File: src/rtl/smbt_pkg.sv
package smbt_pkg;
  typedef enum logic [2:0] {
    EV_START = 3'd0,
    EV_STOP  = 3'd1,
    EV_BYTE  = 3'd2,
    EV_TXREQ = 3'd3,
    EV_HNACK = 3'd4
  } evt_e;

  typedef enum logic [1:0] {
    M_BYTE  = 2'b00,
    M_WORD  = 2'b01,
    M_BLOCK = 2'b10,
    M_BYTE2 = 2'b11
  } mode_e;

  typedef enum logic [2:0] {
    ST_IDLE, ST_ADDR, ST_CMD, ST_WDATA, ST_RD, ST_HOLD
  } state_e;
endpackage

File: src/rtl/smbt_regfile.sv
module smbt_regfile #(
  parameter int NUM_REGS = 64,
  localparam int PW = $clog2(NUM_REGS)
) (
  input  logic          clk_i,
  input  logic          rst_ni,
  input  logic          we_i,
  input  logic [PW-1:0] waddr_i,
  input  logic [7:0]    wdata_i,
  input  logic [PW-1:0] raddr_i,
  output logic [7:0]    rdata_o
);
  logic [7:0] mem_q [NUM_REGS];

  always_ff @(posedge clk_i or negedge rst_ni) begin
    if (!rst_ni) begin
      for (int i = 0; i < NUM_REGS; i++) mem_q[i] <= 8'h00;
    end else if (we_i) begin
      mem_q[waddr_i] <= wdata_i;
    end
  end

  assign rdata_o = mem_q[raddr_i];
endmodule

File: src/rtl/smbt_ctrl.sv
module smbt_ctrl
  import smbt_pkg::*;
#(
  parameter logic [6:0] DEV_ADDR    = 7'h2A,
  parameter int         NUM_REGS    = 64,
  parameter int         MAX_BLK     = 32,
  parameter int         BLK_RD_INIT = 4,
  localparam int        PW = $clog2(NUM_REGS),
  localparam int        LW = $clog2(MAX_BLK + 1),
  localparam int        CW = LW + 1
) (
  input  logic          clk_i,
  input  logic          rst_ni,
  input  logic          evt_valid_i,
  input  evt_e          evt_kind_i,
  input  logic [7:0]    rx_data_i,
  output logic          we_o,
  output logic [PW-1:0] waddr_o,
  output logic [7:0]    wdata_o,
  output logic          ack_valid_o,
  output logic          ack_o,
  output logic [PW-1:0] base_o,
  output mode_e         mode_o,
  output logic [LW-1:0] blk_len_o,
  output logic          tx_en_o
);
  state_e        state_q, state_d;
  logic [PW-1:0] base_q, base_d;
  mode_e         mode_q, mode_d;
  logic [CW-1:0] wcnt_q, wcnt_d;
  logic [LW-1:0] blk_q, blk_d;
  logic          ack_d, ackv_q, ack_q;
  logic [LW-1:0] cnt_cap;

  assign cnt_cap = (rx_data_i > 8'(MAX_BLK)) ? LW'(MAX_BLK) : LW'(rx_data_i);

  always_comb begin
    state_d = state_q;
    base_d  = base_q;
    mode_d  = mode_q;
    wcnt_d  = wcnt_q;
    blk_d   = blk_q;
    ack_d   = 1'b0;
    we_o    = 1'b0;
    waddr_o = base_q;
    if (evt_valid_i) begin
      case (evt_kind_i)
        EV_START: begin
          state_d = ST_ADDR;
          wcnt_d  = '0;
        end
        EV_STOP:  state_d = ST_IDLE;
        EV_HNACK: if (state_q == ST_RD) state_d = ST_HOLD;
        EV_BYTE: begin
          case (state_q)
            ST_ADDR: begin
              if (rx_data_i[7:1] == DEV_ADDR) begin
                ack_d   = 1'b1;
                state_d = rx_data_i[0] ? ST_RD : ST_CMD;
              end else begin
                state_d = ST_IDLE;
              end
            end
            ST_CMD: begin
              ack_d   = 1'b1;
              base_d  = rx_data_i[PW-1:0];
              mode_d  = mode_e'(rx_data_i[7:6]);
              state_d = ST_WDATA;
            end
            ST_WDATA: begin
              if (wcnt_q != '1) wcnt_d = wcnt_q + 1'b1;
              case (mode_q)
                M_WORD: begin
                  if (wcnt_q < CW'(2)) begin
                    ack_d   = 1'b1;
                    we_o    = 1'b1;
                    waddr_o = base_q + PW'(wcnt_q);
                  end
                end
                M_BLOCK: begin
                  if (wcnt_q == '0) begin
                    ack_d = 1'b1;
                    blk_d = cnt_cap;
                  end else if (wcnt_q <= CW'(blk_q)) begin
                    ack_d   = 1'b1;
                    we_o    = 1'b1;
                    waddr_o = base_q + PW'(wcnt_q - 1'b1);
                  end
                end
                default: begin
                  if (wcnt_q == '0) begin
                    ack_d = 1'b1;
                    we_o  = 1'b1;
                  end
                end
              endcase
            end
            default: ;
          endcase
        end
        default: ;
      endcase
    end
  end

  always_ff @(posedge clk_i or negedge rst_ni) begin
    if (!rst_ni) begin
      state_q <= ST_IDLE;
      base_q  <= '0;
      mode_q  <= M_BYTE;
      wcnt_q  <= '0;
      blk_q   <= LW'(BLK_RD_INIT);
      ackv_q  <= 1'b0;
      ack_q   <= 1'b0;
    end else begin
      state_q <= state_d;
      base_q  <= base_d;
      mode_q  <= mode_d;
      wcnt_q  <= wcnt_d;
      blk_q   <= blk_d;
      ackv_q  <= evt_valid_i && (evt_kind_i == EV_BYTE);
      ack_q   <= ack_d;
    end
  end

  assign wdata_o     = rx_data_i;
  assign ack_valid_o = ackv_q;
  assign ack_o       = ack_q;
  assign base_o      = base_q;
  assign mode_o      = mode_q;
  assign blk_len_o   = blk_q;
  assign tx_en_o     = (state_q == ST_RD);
endmodule

File: src/rtl/smbt_tx.sv
module smbt_tx
  import smbt_pkg::*;
#(
  parameter int  NUM_REGS = 64,
  parameter int  MAX_BLK  = 32,
  localparam int PW = $clog2(NUM_REGS),
  localparam int LW = $clog2(MAX_BLK + 1),
  localparam int CW = LW + 1
) (
  input  logic          clk_i,
  input  logic          rst_ni,
  input  logic          evt_valid_i,
  input  evt_e          evt_kind_i,
  input  logic          tx_en_i,
  input  mode_e         mode_i,
  input  logic [PW-1:0] base_i,
  input  logic [LW-1:0] blk_len_i,
  input  logic [7:0]    rdata_i,
  output logic [PW-1:0] raddr_o,
  output logic          tx_valid_o,
  output logic [7:0]    tx_data_o
);
  logic [CW-1:0] off_q;
  logic [7:0]    sel;
  logic          serve;
  logic          txv_q;
  logic [7:0]    txd_q;

  assign serve = evt_valid_i && (evt_kind_i == EV_TXREQ) && tx_en_i;

  always_comb begin
    case (mode_i)
      M_WORD: begin
        raddr_o = base_i + PW'(off_q);
        sel     = (off_q < CW'(2)) ? rdata_i : 8'hFF;
      end
      M_BLOCK: begin
        raddr_o = base_i + PW'(off_q - 1'b1);
        if (off_q == '0)                 sel = 8'(blk_len_i);
        else if (off_q <= CW'(blk_len_i)) sel = rdata_i;
        else                             sel = 8'hFF;
      end
      default: begin
        raddr_o = base_i;
        sel     = (off_q == '0) ? rdata_i : 8'hFF;
      end
    endcase
  end

  always_ff @(posedge clk_i or negedge rst_ni) begin
    if (!rst_ni) begin
      off_q <= '0;
      txv_q <= 1'b0;
      txd_q <= 8'h00;
    end else begin
      txv_q <= serve;
      if (serve) begin
        txd_q <= sel;
        if (off_q != '1) off_q <= off_q + 1'b1;
      end
      if (evt_valid_i && evt_kind_i == EV_START) off_q <= '0;
    end
  end

  assign tx_valid_o = txv_q;
  assign tx_data_o  = txd_q;
endmodule

File: src/rtl/smbus_reg_target.sv
module smbus_reg_target
  import smbt_pkg::*;
#(
  parameter logic [6:0] DEV_ADDR    = 7'h2A,
  parameter int         NUM_REGS    = 64,
  parameter int         MAX_BLK     = 32,
  parameter int         BLK_RD_INIT = 4,
  localparam int        PW = $clog2(NUM_REGS),
  localparam int        LW = $clog2(MAX_BLK + 1)
) (
  input  logic       clk_i,
  input  logic       rst_ni,
  input  logic       evt_valid_i,
  input  logic [2:0] evt_kind_i,
  input  logic [7:0] rx_data_i,
  output logic       ack_valid_o,
  output logic       ack_o,
  output logic       tx_valid_o,
  output logic [7:0] tx_data_o
);
  evt_e          kind;
  logic          we;
  logic [PW-1:0] waddr, raddr, base;
  logic [7:0]    wdata, rdata;
  mode_e         mode;
  logic [LW-1:0] blk_len;
  logic          tx_en;

  assign kind = evt_e'(evt_kind_i);

  smbt_ctrl #(
    .DEV_ADDR(DEV_ADDR), .NUM_REGS(NUM_REGS),
    .MAX_BLK(MAX_BLK), .BLK_RD_INIT(BLK_RD_INIT)
  ) u_ctrl (
    .clk_i(clk_i), .rst_ni(rst_ni),
    .evt_valid_i(evt_valid_i), .evt_kind_i(kind), .rx_data_i(rx_data_i),
    .we_o(we), .waddr_o(waddr), .wdata_o(wdata),
    .ack_valid_o(ack_valid_o), .ack_o(ack_o),
    .base_o(base), .mode_o(mode), .blk_len_o(blk_len), .tx_en_o(tx_en)
  );

  smbt_regfile #(.NUM_REGS(NUM_REGS)) u_regs (
    .clk_i(clk_i), .rst_ni(rst_ni),
    .we_i(we), .waddr_i(waddr), .wdata_i(wdata),
    .raddr_i(raddr), .rdata_o(rdata)
  );

  smbt_tx #(.NUM_REGS(NUM_REGS), .MAX_BLK(MAX_BLK)) u_tx (
    .clk_i(clk_i), .rst_ni(rst_ni),
    .evt_valid_i(evt_valid_i), .evt_kind_i(kind), .tx_en_i(tx_en),
    .mode_i(mode), .base_i(base), .blk_len_i(blk_len), .rdata_i(rdata),
    .raddr_o(raddr), .tx_valid_o(tx_valid_o), .tx_data_o(tx_data_o)
  );
endmodule

File: config.mk
export PLATFORM = sky130hd
export DESIGN_NAME = smbus_reg_target
export DESIGN_NICKNAME = d
export VERILOG_FILES = /design/src/rtl/smbt_pkg.sv /design/src/rtl/smbt_regfile.sv /design/src/rtl/smbt_ctrl.sv /design/src/rtl/smbt_tx.sv /design/src/rtl/smbus_reg_target.sv
export SDC_FILE = /design/constraint.sdc
export NUM_CORES = 1
export LEC_CHECK = 0
export BUFFER_PORTS_ARGS = -buffer_cell sky130_fd_sc_hd__buf_2
export CELL_PAD_IN_SITES_DETAIL_PLACEMENT = 1
export CELL_PAD_IN_SITES_GLOBAL_PLACEMENT = 2
export CORE_MARGIN = 3
export CORE_UTILIZATION = 47
export DETAILED_ROUTE_END_ITERATION = 12
export PLACE_DENSITY = 0.86
export SLEW_MARGIN = 20
export SYNTH_ARGS = -nofsm -noshare
export SYNTH_HDL_FRONTEND = slang
export SYNTH_HIERARCHICAL = 1
export SYNTH_SLANG_ARGS = --single-unit
export TNS_END_PERCENT = 5
File: constraint.sdc
create_clock -name clk_i -period 4.77 [get_ports clk_i]
set_clock_uncertainty 0.2 [all_clocks]
set_input_delay 0.477 -clock clk_i [delete_from_list [all_inputs] [get_ports clk_i]]
set_output_delay 0.477 -clock clk_i [all_outputs]
set_load 0.05 [all_outputs]
Word level (Yosys, flattened, before mapping)
Index checks and enable logic that the tools add are counted.

word-level totals
  bits in registers = 554
  latch bits = 0
  bits in writable memories = 0
  ROM bits = 0
  input port bits = 14
  output and inout bits = 11
  word-level logic and storage cells = 171
  memories kept = 0

cells by class
  $add $sub $neg = 8
  multipliers = 0
  divide/modulo/power cells = 0
  $lt $le $gt $ge = 8
  equal/unequal tests = 17
  shift operators = 0
  muxes and demuxes = 45
  bitwise logic cells = 2
  reductions and logical operators = 17

operator list
  cell                 number
  $bwmux 512           1
  $mux 8               7
  $bmux 8 s6           1
  $demux 8 s6          1
  $mux 6               7
  $mux 7               5
  $add 6x6->6          4
  $pmux 6 s2           2
  $pmux 8 s2           1
  $add 7x1->7 const B  2
  $ge 7x7->1 const B   2
  $le 7x6->1           2
  $logic_not 7->1      2
  $lt 7x2->1 const B   2
  $ne 7x7->1 const B   2
  $not 6->7            2
  $pmux 7 s2           1
  $eq 3x2->1 const B   4
  $pmux 3 s4           1
  $sub 6x1->6 const B  2
  $mux 1               11
  $mux 3               3
  $gt 8x6->1 const B   1
  $reduce_and 4->1     2
  19 further kinds     29

Depth between registers and ports, before layout
  depth in word-level cells = 14
  mapped depth = 20
  gate-level depth less buffers = 18

Cells and area by module
Netlist, hierarchy kept.

modules (own cells, without submodules)
  module        instances  cells an instance  area each (µm²)  seq. area each (µm²)
  smbt_regfile  1          1,511              23,782.8         12,812.3
  smbt_ctrl     1          242                2,103.3          651.9
  smbt_tx       1          222                1,778.0          400.4

Least setup slack after synthesis
No wires, ideal clock.

  kind = reg2reg
  start = register u_ctrl.blk_q[2], in the netlist u_ctrl/blk_len_o[2]
  end = register u_regs/mem_q[384] (netlist name)
  setup time = 125 ps
  arrival = 3,796 ps
  required time = 4,445 ps
  setup slack = 650 ps
  stages on the path, launching flop included = 14
  path buffers = 2
  clock period less this slack = 4,120 ps
  path through = dfstp_2 inv_1 ha_1 a21oi_1 a21oi_1 a2111oi_0 o21ai_0 a21o_1 a221o_1 buf_2 or3b_2 clkbuf_1 nor2_2 mux2_2

on the way
  longest elaborated chain between the ends = 13
  elaborated cells between the ends (all ways) = 20
  classes of those cells = 3 x order compare; 15 x mux; 1 x bitwise; 1 x reduce/logical

RTL lines
  element                                                                line                    text
  start, declared                                                        smbt_ctrl.sv:31         logic [LW-1:0] blk_q, blk_d;
  start signal, assigned                                                 smbt_ctrl.sv:112        blk_q <= LW'(BLK_RD_INIT);
  start signal, assigned                                                 smbt_ctrl.sv:120        blk_q <= blk_d;
  $le 7x6->1 (*)                                                         smbt_ctrl.sv:84         end else if (wcnt_q <= CW'(blk_q)) begin
  $mux 6 (*)                                                             smbt_ctrl.sv:84
  $mux 6 (*)                                                             smbt_ctrl.sv:81         if (wcnt_q == '0) begin
  $pmux 6 s2 (*)                                                         smbt_ctrl.sv:72         case (mode_q)
  $mux 6 (*)                                                             smbt_ctrl.sv:55         case (state_q)
  $mux 6 (*)                                                             smbt_ctrl.sv:47         case (evt_kind_i)
  $mux 6 (*)                                                             smbt_ctrl.sv:46         if (evt_valid_i) begin
  via waddr[4]                                                           smbus_reg_target.sv:23  logic [PW-1:0] waddr, raddr, base;
  $not 6->7 (implied by the code) (*)                                    smbt_regfile.sv:19      mem_q[waddr_i] <= wdata_i;
  $ge 7x7->1 (implied by the code) / $lt 7x1->1 (equally long branches)  smbt_regfile.sv:19
  $logic_and 1x1->1 (implied by the code)                                smbt_regfile.sv:19
  $mux 8 (implied by the code)                                           smbt_regfile.sv:19
  $demux 8 s6 (*)                                                        smbt_regfile.sv:19
  $bwmux 512 (*)                                                         smbt_regfile.sv:19
  end signal, assigned by index                                          smbt_regfile.sv:19
  end, declared                                                          smbt_regfile.sv:13      logic [7:0] mem_q [NUM_REGS];

Mark *: on every way through the listed nets, which the timed path passes. The rest lies on a longest branch.
A chain may end at the register's enable or synchronous reset.

Final worst setup path
  start = register u_ctrl.blk_q[2], in the netlist u_ctrl/blk_len_o[2]
  end = register u_regs/mem_q[379] (netlist name)

The elaborated chain is that of the path after synthesis.

==> impl_metrics.tcl <==
set metrics [dict create \
    p_switching_uw 2709 \
    p_per_area_nw_per_um2 336.0 \
    ys.flop_type "dfrtp_1" \
    ir_worst_vdd_uv 263.6 \
    setup.worst_path.start_class "register" \
    async_flop_share_pct 100.0 \
    crit_path_max_incr_delay_ns 0.54 \
    rsz0062_at_grt "true" \
    hold_violations 0 \
    syn_area_sq_um 27660 \
    drtIter0Drc 1104 \
    grt_antenna_before_repair 0 \
    grt_pass1_wl_microns 121100 \
    worstPathRequired_ns 5.09 \
    seq_area_frac_synth_pct 50.12 \
    drt_first_pass_iters 5 \
    syn-num-nets 2041 \
    pwr-share-clk_pct 45.2 \
    min_from "rx_data_i[1]" \
    drcViolationCount 0 \
    final_max_slew_viol_count 0 \
    cts_sinks 554 \
    synth-seq-cells 554 \
    die_y_microns 248.6 \
    clk_latency_ns 0.63 \
    final_common_cell "dfrtp_1" \
    core_sq_um 57920 \
    hp-class "in -> reg" \
    switching_share_pct 25.70 \
    crit_buf_inv 2 \
    hpwlAfterDp_microns 49760 \
    die_x_microns 248.6 \
    n_antenna_cell 0 \
    placed_cells 2748 \
    yosys_warnings 6 \
    routed_wl_microns 78600 \
    status "finished, final reports clean" \
    hold_depth 3 \
    path_max_fanout 8 \
    cts.htree.levels 2 \
    io_pins 25 \
    min_period_ns 4.720 \
    totalNegativeSetupSlack_ns 0 \
    rows 88 \
    grt_max_degree 130 \
    grt_pass1_vias 19330 \
    ant_nets 0 \
    cts_max_path_buffers 3 \
    path_depth 13 \
    cts_buffers 59 \
    crit_path_frequent_cell "a21oi_1" \
    yosys.area.top_type "dfrtp_1" \
    max_freq_mhz 211.9 \
    cp_top_family "compound AO/OA/AOI/OAI gates" \
    vias 17480 \
    fillers 5647 \
    viasPerCell 6.087 \
    syn_inst 1975 \
    final-setup-viol-count 0 \
    syn_avg_cell_area_sq_um 14.01 \
    intPower_uw 7831 \
    portBuffers 24 \
    dr_wl_met3_microns 4003 \
    synth_edf_count 0 \
    p_leak_uw 0.01480 \
    timing.final.crit_share_pct 98.95 \
    path_cells "inv_1 -> ha_1 -> a21oi_1 -> a21oi_1 -> a2111oi_1 -> buf_4 -> o21ai_0 -> a21o_1 -> a221o_1 -> and2b_1 -> and2_1 -> nand2_1 -> mux2_2" \
    stdcell_count 2871 \
    overflow 0 \
    synth_top_cell_area_share_pct 50.02 \
    post_drt_wl_per_cell_microns 27.38 \
    gr-usage-all-layers_pct 25.11 \
    synth_cell_types 78 \
    r2r_cells 13 \
    reg2reg_from "u_ctrl/blk_len_o[2]" \
    nets 2123 \
    maxSlewHeadroom_pct 33.66 \
    combPwrFrac_pct 9.2 \
    critPathLaunch "u_ctrl/blk_len_o[2]" \
    cts-root-buf "clkbuf_16" \
    slowest_stage "dfstp_2" \
    drv_cap 0 \
    worstSetupPathType "reg -> reg" \
    setup.worst_path.end_class "register" \
    mostFrequentLayoutCells "dfrtp_1 (552), mux2_2 (518), buf_4 (111)" \
    met1Wirelength_microns 33540 \
    worst_ep_arrival_time_ns 5.04 \
    start_util_pct 47.77 \
    top_layer "met4" \
    yosys-top-cells-area "dfrtp_1 (50%), mux2_2 (21%), mux4_2 (8.9%), ha_1 (2.2%), mux4_1 (1.8%)" \
    routabilityCongestion 0.8581 \
    cts_tree "yes" \
    die-area_sq_um 61810 \
    met2_length_microns 38900 \
    clkTransAtPathRegs_ns 0.06 \
    power_frac_seq_pct 45.6 \
    areaGrowthSynthToFinish_pct 13.41 \
    drive_gt1_share_pct 45.63 \
    tightest_slew_ns 0.9875 \
]
==> cell families after synthesis <==
group | share of synthesized area (%)
AND/OR/NAND/NOR | 5.500
XOR/XNOR | 0.7598
multiplexers | 33.26
AO/OA/AOI/OAI | 4.297
flip-flops | 50.12
adder cells (fa/ha/maj) | 2.460
buffers and inverters | 3.605
==> sequential cells by signal, summed over array words and instances (netlist names), 2 cells and up <==
signal,cells
u_ctrl/state_q,3
u_ctrl/base_o,6
u_ctrl/mode_o,2
u_tx/tx_data_o,8
u_ctrl/blk_len_o,6
u_regs/mem_q,512
u_tx/off_q,7
u_ctrl/wcnt_q,7
==> worst paths after layout <==
path | endpoint | slack, ns
max in group asynchronous | u_regs/mem_q[27] | 2.82
worst max register to register | u_regs/mem_q[379] | 0.05
worst min register to register | u_regs/mem_q[237] | 0.29
min in group asynchronous | u_regs/mem_q[11] | 0.35
worst min-delay path | u_ctrl/base_o[1] | 0.05
worst max-delay path | u_regs/mem_q[379] | 0.05
==> cells in the mapped netlist, types with 8 or more instances <==
cell / number
dfrtp_1: 553
mux2_2: 518
mux4_2: 109
clkbuf_1: 72
inv_1: 65
nand2_1: 58
nor2_1: 52
ha_1: 48
nor2_2: 38
a21oi_1: 35
o21ai_0: 32
mux2i_1: 29
o21ai_1: 26
buf_4: 19
mux4_1: 19
buf_2: 18
xnor2_1: 17
nand3_1: 16
nor3_1: 15
mux2_1: 11
a21o_1: 10
a31oi_1: 10
nor2b_1: 10
or3_1: 10
a211oi_1: 9
buf_1: 9
o22ai_1: 9
nor2_4: 8
==> worst min-delay path, delay by kind of cell <==
kind | cells | cell delay [ns]
compound gates | 1 | 0.15
buf+inv | 2 | 0.20
==> through the flow <==
step,utilization [%],total power (uW),worst slack [ns],cell area [sq um],hold WS [ns]
after floorplan,-,5447,0.6496,27660,-0.01859
after global placement,50.19,5782,0.09902,29070,0.2666
after detailed placement,50.19,5820,-0.001152,29070,0.2771
after CTS,53.79,10620,-0.003748,31150,0.01490
after global routing,54.17,10950,-0.05133,31370,0.02533
final,54.17,10540,0.04998,31370,0.04688
==> layout make-up <==
class / instances / area (sq um) / share of cell area [%]
clock buffers: 86 / 1698 / 5.412
clock inverters: 24 / 312.8 / 0.9970
inverters: 67 / 254.0 / 0.8096
multi-input cells: 1221 / 12980 / 41.38
flip-flops and latches: 554 / 13870 / 44.20
well taps: 765 / 957.2 / 3.051
repair buffers: 154 / 1305 / 4.160
==> metal layers <==
layer,global-route usage (%),vias to the layer above
met5,0,-
met4,6.987,0
met3,3.797,137
met2,42.27,471
met1,34.09,9436
li1,-,7433
==> power by group through the flow <==
stage	clock network, uW	logic (uW)	registers (uW)
detailed placement	0	929	4890
global route	5080	1060	4810
floorplan	0	466	4980
CTS	4860	950	4810
global placement	0	895	4890
finish	4760	972	4810
==> what timing repair did <==
item                                   4_1_cts  5_1_grt
setup endpoints to repair                    1      298
hold buffers                                 4        0
cloned                                       1        2
resized for setup                            7       31
setup buffers                                0        6
endpoints found under the hold margin      101        0
pin swaps                                    0        2
(Power assumes the default switching activity.)
